<file path="src/rtl/rxd_pkg.sv">
// Shared types and bit positions for the receive descriptor engine.
// Assumes descriptors of four 32-bit words addressed by word.
package rxd_pkg;

    typedef enum logic [2:0] {
        ST_IDLE,
        ST_RD_STAT,
        ST_CHK_STAT,
        ST_LD_BUF,
        ST_LD_NXT,
        ST_RECV,
        ST_WB,
        ST_STALL
    } rxd_state_e;

    localparam int DESC_BUF_OFS = 1;
    localparam int DESC_NXT_OFS = 3;

    localparam int SB_OWN_DMA = 31;
    localparam int SB_IRQ     = 16;
    localparam int SB_CRC     = 17;
    localparam int SB_LONG    = 19;
    localparam int SB_GOOD    = 20;
    localparam int SB_RUNT    = 22;

    localparam int INT_W       = 11;
    localparam int INT_RX      = 0;
    localparam int INT_CRC     = 1;
    localparam int INT_GOOD    = 4;
    localparam int INT_UNAVAIL = 10;

    // Builds the write-back word; owner bits stay 00 to hand over to the CPU.
    function automatic logic [31:0] make_status(input logic [15:0] cnt,
                                                input logic crc,
                                                input logic too_long,
                                                input logic runt);
        logic [31:0] w;
        w = 32'h0;
        w[15:0]    = cnt;
        w[SB_IRQ]  = 1'b1;
        w[SB_CRC]  = crc;
        w[SB_LONG] = too_long;
        w[SB_RUNT] = runt;
        w[SB_GOOD] = !(crc || too_long || runt);
        return w;
    endfunction

endpackage

</file>
<file path="src/rtl/rxd_packer.sv">
// Byte-to-word packer for one frame at a time.
// Tracks the stored byte count, truncation and CRC flags, and emits a word
// write each time a word fills or the frame ends. Assumes MAX_LEN is a
// multiple of four so no partial word is pending when bytes start dropping.
module rxd_packer
    import rxd_pkg::*;
#(
    parameter int AW      = 32,
    parameter int MAX_LEN = 1536,
    parameter int CW      = 11
) (
    input  logic          clk,
    input  logic          rst_n,
    input  logic          byte_acc,
    input  logic [7:0]    byte_data,
    input  logic          sof,
    input  logic          eof,
    input  logic          crc_err,
    input  logic [AW-1:0] buf_base,
    output logic          wr_en,
    output logic [AW-1:0] wr_addr,
    output logic [31:0]   wr_data,
    output logic          done,
    output logic [CW-1:0] cnt,
    output logic          crc,
    output logic          too_long
);

    logic          active_q;
    logic [CW-1:0] cnt_q;
    logic          long_q;
    logic          crc_q;
    logic [31:0]   pack_q;

    logic [CW-1:0] base_cnt;
    logic          live;
    logic          store;
    logic [1:0]    lane;
    logic [31:0]   word;

    // Works out where the incoming byte lands and whether a word is complete.
    always_comb begin
        base_cnt = sof ? '0 : cnt_q;
        live     = byte_acc && (sof || active_q);
        store    = live && (base_cnt < CW'(MAX_LEN));
        lane     = base_cnt[1:0];
        word     = sof ? 32'h0 : pack_q;
        word[{lane, 3'b000} +: 8] = byte_data;
        wr_en    = store && ((lane == 2'd3) || eof);
        wr_addr  = buf_base + AW'(base_cnt >> 2);
        wr_data  = word;
        done     = live && eof;
    end

    // Holds the frame state between bytes.
    always_ff @(posedge clk) begin
        if (!rst_n) begin
            active_q <= 1'b0;
            cnt_q    <= '0;
            long_q   <= 1'b0;
            crc_q    <= 1'b0;
            pack_q   <= 32'h0;
        end else if (live) begin
            active_q <= !eof;
            cnt_q    <= store ? base_cnt + CW'(1) : base_cnt;
            long_q   <= (sof ? 1'b0 : long_q) | !store;
            if (store) begin
                pack_q <= wr_en ? 32'h0 : word;
            end
            if (eof) begin
                crc_q <= crc_err;
            end
        end
    end

    assign cnt      = cnt_q;
    assign crc      = crc_q;
    assign too_long = long_q;

    assert_len_cap_R8: assert property (@(posedge clk) disable iff (!rst_n)
        cnt_q <= CW'(MAX_LEN));

    assert_drop_marks_long_R8: assert property (@(posedge clk) disable iff (!rst_n)
        (live && !store) |=> long_q);

endmodule

</file>
<file path="src/rtl/rxd_irq.sv">
// Sticky interrupt status with write-one-to-clear; a set beats a clear.
module rxd_irq #(
    parameter int W = 11
) (
    input  logic         clk,
    input  logic         rst_n,
    input  logic [W-1:0] set_vec,
    input  logic [W-1:0] clr_vec,
    output logic [W-1:0] status
);

    // Accumulates causes and applies clears.
    always_ff @(posedge clk) begin
        if (!rst_n) begin
            status <= '0;
        end else begin
            status <= (status & ~clr_vec) | set_vec;
        end
    end

    assert_sticky_R10: assert property (@(posedge clk) disable iff (!rst_n)
        1'b1 |=> ((status & $past(status & ~clr_vec)) == $past(status & ~clr_vec)));

    assert_set_wins_R10: assert property (@(posedge clk) disable iff (!rst_n)
        1'b1 |=> ((status & $past(set_vec)) == $past(set_vec)));

endmodule

</file>
<file path="src/rtl/rxd_dma_engine.sv">
// Receive descriptor ring engine.
// Fetches a descriptor, checks bit 31 of its status for DMA ownership, fills
// the buffer from the frame stream, writes the status back with owner 00 and
// follows the link word. Assumes a memory that accepts every request and
// returns read data one cycle after the request.
module rxd_dma_engine
    import rxd_pkg::*;
#(
    parameter int AW      = 32,
    parameter int MAX_LEN = 1536,
    parameter int MIN_LEN = 64
) (
    input  logic             clk,
    input  logic             rst_n,
    input  logic [AW-1:0]    list_base,
    input  logic             ring_start,
    input  logic             demand,
    input  logic             fr_valid,
    input  logic [7:0]       fr_data,
    input  logic             fr_sof,
    input  logic             fr_eof,
    input  logic             fr_crc_err,
    output logic             fr_ready,
    output logic             mem_rd,
    output logic             mem_wr,
    output logic [AW-1:0]    mem_addr,
    output logic [31:0]      mem_wdata,
    input  logic [31:0]      mem_rdata,
    input  logic [INT_W-1:0] int_clear,
    output logic [INT_W-1:0] int_status
);

    localparam int CW    = $clog2(MAX_LEN + 1);
    localparam int WORDS = (MAX_LEN + 3) / 4;

    rxd_state_e    state_q;
    logic [AW-1:0] cur_q;
    logic [AW-1:0] buf_q;
    logic [AW-1:0] nxt_q;

    logic          acc;
    logic          pk_wr;
    logic [AW-1:0] pk_addr;
    logic [31:0]   pk_data;
    logic          pk_done;
    logic [CW-1:0] pk_cnt;
    logic          pk_crc;
    logic          pk_long;
    logic          runt;
    logic [31:0]   status_word;
    logic          owned;
    logic [INT_W-1:0] int_set;

    assign acc      = fr_valid && (state_q == ST_RECV);
    assign fr_ready = (state_q == ST_RECV) || (state_q == ST_STALL);
    assign owned    = mem_rdata[SB_OWN_DMA];

    rxd_packer #(
        .AW      (AW),
        .MAX_LEN (MAX_LEN),
        .CW      (CW)
    ) u_packer (
        .clk      (clk),
        .rst_n    (rst_n),
        .byte_acc (acc),
        .byte_data(fr_data),
        .sof      (fr_sof),
        .eof      (fr_eof),
        .crc_err  (fr_crc_err),
        .buf_base (buf_q),
        .wr_en    (pk_wr),
        .wr_addr  (pk_addr),
        .wr_data  (pk_data),
        .done     (pk_done),
        .cnt      (pk_cnt),
        .crc      (pk_crc),
        .too_long (pk_long)
    );

    // Forms the write-back word from the packer's frame summary.
    always_comb begin
        runt        = pk_cnt < CW'(MIN_LEN);
        status_word = make_status(16'(pk_cnt), pk_crc, pk_long, runt);
    end

    // Collects the interrupt causes for this cycle.
    always_comb begin
        int_set              = '0;
        int_set[INT_RX]      = (state_q == ST_WB);
        int_set[INT_GOOD]    = (state_q == ST_WB) && status_word[SB_GOOD];
        int_set[INT_CRC]     = (state_q == ST_WB) && pk_crc;
        int_set[INT_UNAVAIL] = (state_q == ST_CHK_STAT) && !owned;
    end

    rxd_irq #(
        .W(INT_W)
    ) u_irq (
        .clk    (clk),
        .rst_n  (rst_n),
        .set_vec(int_set),
        .clr_vec(int_clear),
        .status (int_status)
    );

    // Drives the single memory port according to the current step.
    always_comb begin
        mem_rd    = 1'b0;
        mem_wr    = 1'b0;
        mem_addr  = cur_q;
        mem_wdata = 32'h0;
        case (state_q)
            ST_RD_STAT: begin
                mem_rd = 1'b1;
            end
            ST_CHK_STAT: begin
                mem_rd   = owned;
                mem_addr = cur_q + AW'(DESC_BUF_OFS);
            end
            ST_LD_BUF: begin
                mem_rd   = 1'b1;
                mem_addr = cur_q + AW'(DESC_NXT_OFS);
            end
            ST_RECV: begin
                mem_wr    = pk_wr;
                mem_addr  = pk_addr;
                mem_wdata = pk_data;
            end
            ST_WB: begin
                mem_wr    = 1'b1;
                mem_wdata = status_word;
            end
            default: begin
            end
        endcase
    end

    // Steps through fetch, receive, write-back and stall.
    always_ff @(posedge clk) begin
        if (!rst_n) begin
            state_q <= ST_IDLE;
            cur_q   <= '0;
            buf_q   <= '0;
            nxt_q   <= '0;
        end else begin
            case (state_q)
                ST_IDLE: begin
                    if (ring_start) begin
                        cur_q   <= list_base;
                        state_q <= ST_RD_STAT;
                    end
                end
                ST_RD_STAT:  state_q <= ST_CHK_STAT;
                ST_CHK_STAT: state_q <= owned ? ST_LD_BUF : ST_STALL;
                ST_LD_BUF: begin
                    buf_q   <= mem_rdata[AW-1:0];
                    state_q <= ST_LD_NXT;
                end
                ST_LD_NXT: begin
                    nxt_q   <= mem_rdata[AW-1:0];
                    state_q <= ST_RECV;
                end
                ST_RECV: begin
                    if (pk_done) begin
                        state_q <= ST_WB;
                    end
                end
                ST_WB: begin
                    cur_q   <= nxt_q;
                    state_q <= ST_RD_STAT;
                end
                ST_STALL: begin
                    if (demand) begin
                        state_q <= ST_RD_STAT;
                    end
                end
                default: state_q <= ST_IDLE;
            endcase
        end
    end

    assert_idle_quiet_R1: assert property (@(posedge clk) disable iff (!rst_n)
        (state_q == ST_IDLE) |-> (!mem_rd && !mem_wr && !fr_ready));

    assert_stall_silent_R3: assert property (@(posedge clk) disable iff (!rst_n)
        (state_q == ST_STALL) |-> (!mem_rd && !mem_wr));

    assert_unavail_flag_R3: assert property (@(posedge clk) disable iff (!rst_n)
        ($past(state_q) == ST_CHK_STAT && state_q == ST_STALL) |-> int_status[INT_UNAVAIL]);

    assert_wb_after_eof_R6: assert property (@(posedge clk) disable iff (!rst_n)
        (state_q == ST_WB) |-> ($past(state_q) == ST_RECV && $past(fr_valid && fr_eof)));

    assert_buf_window_R5: assert property (@(posedge clk) disable iff (!rst_n)
        (mem_wr && state_q == ST_RECV) |-> (mem_addr >= buf_q && mem_addr < buf_q + AW'(WORDS)));

    assert_one_access_R2: assert property (@(posedge clk) disable iff (!rst_n)
        !(mem_rd && mem_wr));

endmodule

</file>
<file path="config.mk">
export PLATFORM = sky130hd
export DESIGN_NAME = rxd_dma_engine
export DESIGN_NICKNAME = d
export VERILOG_FILES = /design/src/rtl/rxd_pkg.sv /design/src/rtl/rxd_packer.sv /design/src/rtl/rxd_irq.sv /design/src/rtl/rxd_dma_engine.sv
export SDC_FILE = /design/constraint.sdc
export NUM_CORES = 1
export LEC_CHECK = 0
export ABC_CLOCK_PERIOD_IN_PS = 14800
export BUFFER_PORTS_ARGS = -buffer_cell sky130_fd_sc_hd__buf_4
export CAP_MARGIN = 20
export CORE_AREA = 2 2 166 168
export DETAILED_ROUTE_END_ITERATION = 10
export DIE_AREA = 0 0 168 170
export GPL_TIMING_DRIVEN = 0
export PLACE_DENSITY_LB_ADDON = 0.1
export SYNTH_ARGS = -nofsm -noshare
export SYNTH_HDL_FRONTEND = slang
export SYNTH_HIERARCHICAL = 1
export SYNTH_SLANG_ARGS = --single-unit
export TNS_END_PERCENT = 30
</file>
<file path="constraint.sdc">
create_clock -name clk -period 14.8 [get_ports clk]
set_input_delay 4.44 -clock clk [delete_from_list [all_inputs] [get_ports clk]]
set_output_delay 4.44 -clock clk [all_outputs]
set_load 0.005 [all_outputs]
</file>
==> results of run 1 <==
[power by group]
part / switching (mW) / internal (mW)
combinational: 0.124 / 0.0930
clock: 0.215 / 0.259
sequential: 0.0279 / 0.446
total: 0.366 / 0.798
[cells in the mapped netlist, types with 21 or more instances]
cell type  instances  area [um2]
xor2_1            23       201.4
clkbuf_1          61       229.0
nor2_1            49       183.9
and2_1            24       150.1
a21boi_1          54       405.4
nand2_1          282        1059
dfxtp_1          156        3123
inv_1             24       90.09
nand3_1           63       315.3
nor2b_1           53       331.6
a21oi_1           27       135.1
a22oi_1           35       262.8
buf_2             21       105.1
a22o_1            45       394.1
o211a_1           33       330.3
[layer usage]
metal / track usage (%) / vias to the layer above
li1: - / 4590
met1: 29.97 / 4453
met2: 38.93 / 334
met3: 3.721 / 42
met4: 7.372 / 0
met5: 0 / -
[final timing paths]
kind                                        to  slack, ns  depth (start not counted)
setup / recovery                  mem_addr[11]       2.19                         16
hold / removal          nxt_q[22]$_SDFFE_PN0P_       0.45                          2
setup reg to reg  u_packer/cnt[8]$_SDFFE_PN0P_      10.74                         13
hold reg to reg         nxt_q[22]$_SDFFE_PN0P_       0.45                          2
[state kept, by name, summed over array words and instances, names as in the netlist]
register and cells:
u_packer/pack_q 32, u_packer/too_long 1, u_packer/crc 1, u_packer/active_q 1
cur_q 32, nxt_q 32, buf_q 32, state_q 3
u_irq/status 11, u_packer/cnt 11
[per-stage QoR]
step	cell area [um2]	total power, mW	setup WS, ns	hold WS [ns]	utilization, %
final	11580	1.164	2.192	0.4545	43.45
after global routing	11570	1.214	2.051	0.4686	43.43
after CTS	11570	1.173	2.309	0.4569	43.43
after detailed placement	10950	0.6986	2.404	0.4468	41.08
after global placement	10940	0.6968	2.435	0.4404	41.07
after floorplan	9264	0.5918	3.349	0.4317	-
[placed cells by master, fill, tap and decap left out, drive strengths merged, types with 10 or more instances in the layout]
cell / n
and3: 10
a21oi: 27
o21a: 15
a22o: 45
a21boi: 68
xor2: 23
xnor2: 18
clkbuf: 79
and2: 25
nand3: 64
dfxtp: 156
nand2: 282
nor4: 11
ha: 11
nor3: 17
nand4: 12
inv: 34
o211a: 33
o211ai: 17
o21ai: 21
buf: 196
nor2: 49
a22oi: 35
nor2b: 53
[final cells by class]
type                    instances  area (um2)  share of cell area (%)
clock buffers                  17       425.4                   3.674
repair buffers                168        1259                   10.87
clock inverters                15       198.9                   1.718
plain buffers                  90       387.9                   3.350
well taps                     341       426.7                   3.685
multi-input cells             923        5655                   48.84
diodes                          2       5.005                 0.04322
flip-flops and latches        156        3123                   26.97
inverters                      26       97.59                  0.8429
[cell families after synthesis]
group                      synth area share, %
xor gates and xnor gates                 3.886
other                                  0.04058
buffers and inverters                    5.253
and+or+nand+nor                          28.76
AOI/OAI and AO/OA                        26.35
muxes                                   0.2166
DFF                                      33.79
adders and majority gates                1.706
[worst register-to-register path, stage by stage (launching register included)]
cell,delay (ns)
dfxtp_1,0.29
buf_2,0.14
clkbuf_1,0.21
nor2_1,0.34
clkbuf_1,0.48
clkbuf_1,0.62
and2_1,0.37
o21ai_0,0.16
clkbuf_1,0.29
nor4_1,0.50
nand2_1,0.19
nor2_1,0.15
xnor2_1,0.08
and2_1,0.15
==> qor_table.md, run 1 <==
| Parameter | Reported |
|---|---|
| Run status | finished, final reports clean |
| Final setup TNS | 0 ns |
| DRC viols | 0 |
| Fill cell total of the finished layout | 2746 |
| Final WL | 33130 um |
| Average via count per standard cell | 5.419 |
| Static Leakage | 4.842 nW |
| Final critical delay including setup and external delays | 12.61 ns |
| Number of max-slew violations in the final report | 0 |
| Layout cells sized above 1 | 17.85% |
| Weighted congestion reported at the end of routability-driven placement | 0.8426 |
| PostCTS Resize Cnt | 0 |
| Die outline area | 0.02856 mm2 |
| GRT Util Overall | 23.00% |
| Worst hold-check path type | register to register |
| Worst-case vdd ir drop | 0.06898 mV |
| Number of endpoints with negative hold slack in the final report | 0 |
| Worst-margin pin slew | 1.079 ns |
| Floorplan core area | 0.02665 mm2 |
| Max-cap violations | 0 |
| Clock-pin slew on the worst setup and hold paths | 0.07 ns |
| Number of buffers between clock root and the deepest sink | 2 |
| Origin of the worst min-delay path | nxt_q[22]$_SDFFE_PN0P_ |
| Die span in y | 170 um |
| Remaining global-route overflow | 0 |
| Met3 wire len | 2125 um |
| Root Buffer | clkbuf_16 |
| Critical Setup Path Class | primary input to output pin |
| Nets | 1485 |
| Synth Cell Area | 0.009241 mm2 |
| TritonCTS clock tree | yes |
| Site Rows | 60 |
| Met2 wire len | 15580 um |
| Share of the clock period used by the worst path after layout | 85.19% |
| Type of destination of the critical path | output pin |
| Launch point of the worst reg-to-reg path | state_q[1]$_SDFFE_PN0P_ |
| Routed length on met1 | 14680 um |
| Achievable Freq | 79.31 MHz |
| Data arrival, critical path | 8.17 ns |
| PwrDens | 100.5 mW/mm2 |
| Area delta synth->final | 25.29% |
| Category of the worst setup path launch point | primary input |
| Maximum net fanout on the critical path | 10 |
| Number of search-and-repair iterations in the first detailed-routing pass | 7 |
| Total number of H-tree levels | 4 |
| Clock sink count | 156 |
| Mapped Cells | 1189 |
| Cts-stage hold buffer count | 0 |
| Number of buffers inserted by port buffering | 167 |
| Cell count after placement | 1704 |
| Top FF cell, synth | dfxtp_1 |
| Antenna-violating nets left | 0 |
| Share of flip-flops with an asynchronous set or reset | 0% |
| Endpoints failing setup | 0 |
| Critical-path cell list | buf_6, buf_2, buf_1, nor2_1, ha_1, a21oi_1, o22ai_2, o211ai_1, a31oi_1, o21ai_1, buf_2, a21oi_1, xor2_1, a221oi_1, nand2_1, buf_4 |
| Antenna violations before repair | 1 |
| Post-CTS Setup Bufs | 0 |
| Count of flip-flops with a built-in enable after synthesis | 0 |
| Horizontal extent of the die | 168 um |
| Setup repair after global routing missed its margin | no |
| Stage delay of the slowest cell on the critical path | 0.52 ns |
| Delay-heaviest family, CP | compound AO/OA/AOI/OAI gates |
| Worst Skew | 0.01552 ns |
| Critical path data required time | 10.36 ns |
| Insertion delay of the later-clocked pin in the worst-skew pair | 0.44 ns |
| Seq/Total Area, Yosys | 33.79% |
| Critical-path cell with the highest stage delay | o21ai_1 |
| Top-level I/O count | 169 |
| Number of violations reported at the end of detailed-routing iteration 0 | 703 |
| Top routing layer used | met4 |
| Worst path bufs/invs | 5 |
| Via count of the first global-routing pass | 9137 |
| Worst setup path startpoint | fr_sof |
| Distinct cell type count after synthesis | 75 |
| Number of warnings printed during yosys synthesis | 6 |
| Wire length per cell | 19.06 um |
| Overall via count from detail_route | 9419 |
| Final cell count without fillers | 1738 |
| Synthesized flop and latch total | 156 |
| Total CTS buffers | 17 |
| Worst-case headroom to the max-slew limit | 28.06% |
| Final HPWL DP | 25140 um |
| Initial Util | 34.68% |
| First-pass GRT wire length | 51180 um |
| Mean instance size in the synthesized netlist | 7.772 um2 |
| Pin count of the biggest net entering global routing | 18 |
Note: power is estimated with default switching activity, not from simulation.
==> inputs of run 2 (changes only) <==
--- a/config.mk
+++ b/config.mk
@@ -8,11 +8,12 @@
 export ABC_CLOCK_PERIOD_IN_PS = 14800
 export BUFFER_PORTS_ARGS = -buffer_cell sky130_fd_sc_hd__buf_4
 export CAP_MARGIN = 20
-export CORE_AREA = 2 2 166 168
+export CORE_AREA = 2 2 139 141
 export DETAILED_ROUTE_END_ITERATION = 10
-export DIE_AREA = 0 0 168 170
+export DIE_AREA = 0 0 141 143
 export GPL_TIMING_DRIVEN = 0
 export PLACE_DENSITY_LB_ADDON = 0.1
+export REMOVE_ABC_BUFFERS = 1
 export SYNTH_ARGS = -nofsm -noshare
 export SYNTH_HDL_FRONTEND = slang
 export SYNTH_HIERARCHICAL = 1
==> qor_table.md, run 2 (synthesis results as in run 1) <==
| Parameter | Reported | Delta |
|---|---|---|
| Critical-path cell list | buf_4, inv_1, nand2_1, xnor2_1, ha_1, o21a_1, nor2_1, o22ai_1, a32oi_1, o311a_1, nor2_1, xor2_1, nand2_1, o21ai_0, a31o_2, buf_4 |  |
| Weighted congestion reported at the end of routability-driven placement | 0.8545 | +1.4% |
| Number of search-and-repair iterations in the first detailed-routing pass | 5 | -2 |
| Pin count of the biggest net entering global routing | 80 | +62 |
| Horizontal extent of the die | 141 um | -16% |
| Most common cell after layout, fill and taps aside | nand2_1 |  |
| Share of the clock period used by the worst path after layout | 81.78% | -3.4 points |
| Number of buffers between clock root and the deepest sink | 2 | unchanged |
| Die span in y | 143 um | -16% |
| Stage delay of the slowest cell on the critical path | 0.70 ns | +0.18 ns |
| Area post-placement | 0.01072 mm2 | -2.1% |
| Final setup TNS | 0 ns | unchanged |
| Final HPWL DP | 18440 um | -27% |
| Setup repair after global routing missed its margin | no |  |
| Site Rows | 50 | -17% |
| Run status | finished, final reports clean |  |
| Worst slack, placed | 2.788 ns | +0.3840 ns |
| Number of buffers inserted by port buffering | 168 | +0.60% |
| Worst hold-check path type | register to register |  |
| Root Buffer | clkbuf_16 |  |
| Total number of H-tree levels | 4 | unchanged |
| Insertion delay of the later-clocked pin in the worst-skew pair | 0.44 ns | about the same |
| Layout cells sized above 1 | 18.38% | +0.53 points |
| PostCTS Resize Cnt | 0 | unchanged |
| Cts-stage hold buffer count | 0 | unchanged |
| Endpoints failing setup | 0 | unchanged |
| Category of the worst setup path launch point | primary input |  |
| Wire length per cell | 17.29 um | -9.3% |
| Finished Cell Area | 0.01133 mm2 | -2.2% |
| Initial Util | 49.74% | +15 points |
| Data arrival, critical path | 7.66 ns | -0.51 ns |
| Overall via count from detail_route | 8886 | -5.7% |
| Final Total Pwr | 1.133 mW | -2.6% |
| Number of violations reported at the end of detailed-routing iteration 0 | 552 | -21% |
| Remaining global-route overflow | 0 | unchanged |
| Average via count per standard cell | 5.726 | +5.6% |
| Total CTS buffers | 17 | unchanged |
| GRT Util Overall | 26.13% | +3.1 points |
| Clock-pin slew on the worst setup and hold paths | 0.06 ns | about the same |
| Final critical delay including setup and external delays | 12.10 ns | -0.5057 ns |
| PwrDens | 100.1 mW/mm2 | -0.49% |
| Final worst-path setup slack | 2.697 ns | +0.5057 ns |
| Critical Setup Path Class | primary input to output pin |  |
| Post-CTS Setup Bufs | 0 | unchanged |
| Static Leakage | 4.763 nW | -1.6% |
| Antenna-violating nets left | 0 | unchanged |
| Worst-case vdd ir drop | 0.07938 mV | +15% |
| Final WL | 26840 um | -19% |
| Worst-case headroom to the max-slew limit | 28.38% | +0.33 points |
| Nets | 1407 | -5.3% |
| Critical path data required time | 10.36 ns | about the same |
| Max-cap violations | 0 | unchanged |
| Maximum net fanout on the critical path | 28 | +18 |
| Via count of the first global-routing pass | 8277 | -9.4% |
| Most used cells in the layout excluding fill and tap cells | 282 x nand2_1, 168 x buf_4, 156 x dfxtp_1, 62 x nand3_1, 54 x a21boi_1 |  |
| Top-level I/O count | 169 | unchanged |
| Worst Skew | 0.01299 ns | -0.002528 ns |
| Die outline area | 0.02016 mm2 | -29% |
| Floorplan core area | 0.01858 mm2 | -30% |
| Number of endpoints with negative hold slack in the final report | 0 | unchanged |
| First-pass GRT wire length | 42620 um | -17% |
| Clock sink count | 156 | unchanged |
| Area delta synth->final | 22.57% |  |
| Type of destination of the critical path | output pin |  |
| Worst-margin pin slew | 1.074 ns | -0.004893 ns |
| Achievable Freq | 82.63 MHz | +4.2% |
| TritonCTS clock tree | yes |  |
| Critical-path cell with the highest stage delay | o311a_1 |  |
| Antenna violations before repair | 1 | unchanged |
| Number of max-slew violations in the final report | 0 | unchanged |
| DRC viols | 0 | unchanged |
==> run 2: changes by cell type in the layout (fill, tap and decap cells not counted), moves of 3 or more <==
| cell | previous run | this run |
|---|---|---|
| buf_2 | 22 | 0 |
| clkinv_4 | 1 | 5 |
| inv_8 | 5 | 1 |
| buf_1 | 3 | 0 |
| clkbuf_1 | 61 | 0 |
| buf_6 | 2 | 5 |
| buf_16 | 0 | 5 |
==> run 2: cell type report <==
type	instances	area, um2
inverter	26	97.59
sequential	156	3123
timing repair buffer	180	1495
tap	234	292.8
fill	1786	7253
antenna	1	2.502
multi-input combinational	923	5708
clock buffer	19	452.9
clock inverter	13	155.1
==> run 2: final timing paths <==
| kind | from | end | slack (ns) | depth (start not counted) |
|---|---|---|---|---|
| setup / recovery | fr_sof | mem_addr[14] | 2.70 | 16 |
| hold / removal | nxt_q[7]$_SDFFE_PN0P_ | nxt_q[7]$_SDFFE_PN0P_ | 0.45 | 2 |
| hold reg to reg | nxt_q[7]$_SDFFE_PN0P_ | nxt_q[7]$_SDFFE_PN0P_ | 0.45 | 2 |
| setup reg to reg | state_q[1]$_SDFFE_PN0P_ | buf_q[16]$_SDFFE_PN0N_ | 11.31 | 6 |
==> run 2: routing by layer <==
layer	vias to the layer above	track usage, %	wire length, um
li1	4413	-	-
met1	4181	33.33	12000
met2	257	44.03	12650
met3	35	6.271	1607
met4	0	7.895	578
met5	-	0	0
==> run 2: stage by stage <==
step           std cells  hold slack (ns)  util [%]
6_report            1552           0.4534     60.96
5_1_grt             1551           0.4663     60.95
4_1_cts             1551           0.4536     60.95
3_5_place_dp        1519           0.4451     57.68
3_3_place_gp        1507           0.4413     56.13
2_1_floorplan       1105           0.4351         -
==> run 2: critical path: cells and delay by family <==
kind,cells,cell delay [ns]
xor gates and xnor gates,2,0.32
and+or+nand+nor,4,0.38
buffers and inverters,3,0.58
AOI/OAI and AO/OA,6,1.68
adders and majority gates,1,0.24
==> run 2: report_power, final <==
group | internal, mW | total [mW] | switching, mW
Sequential | 0.446 | 0.480 | 0.0343
Clock | 0.262 | 0.456 | 0.194
Combinational | 0.0931 | 0.197 | 0.104
Total | 0.801 | 1.13 | 0.332
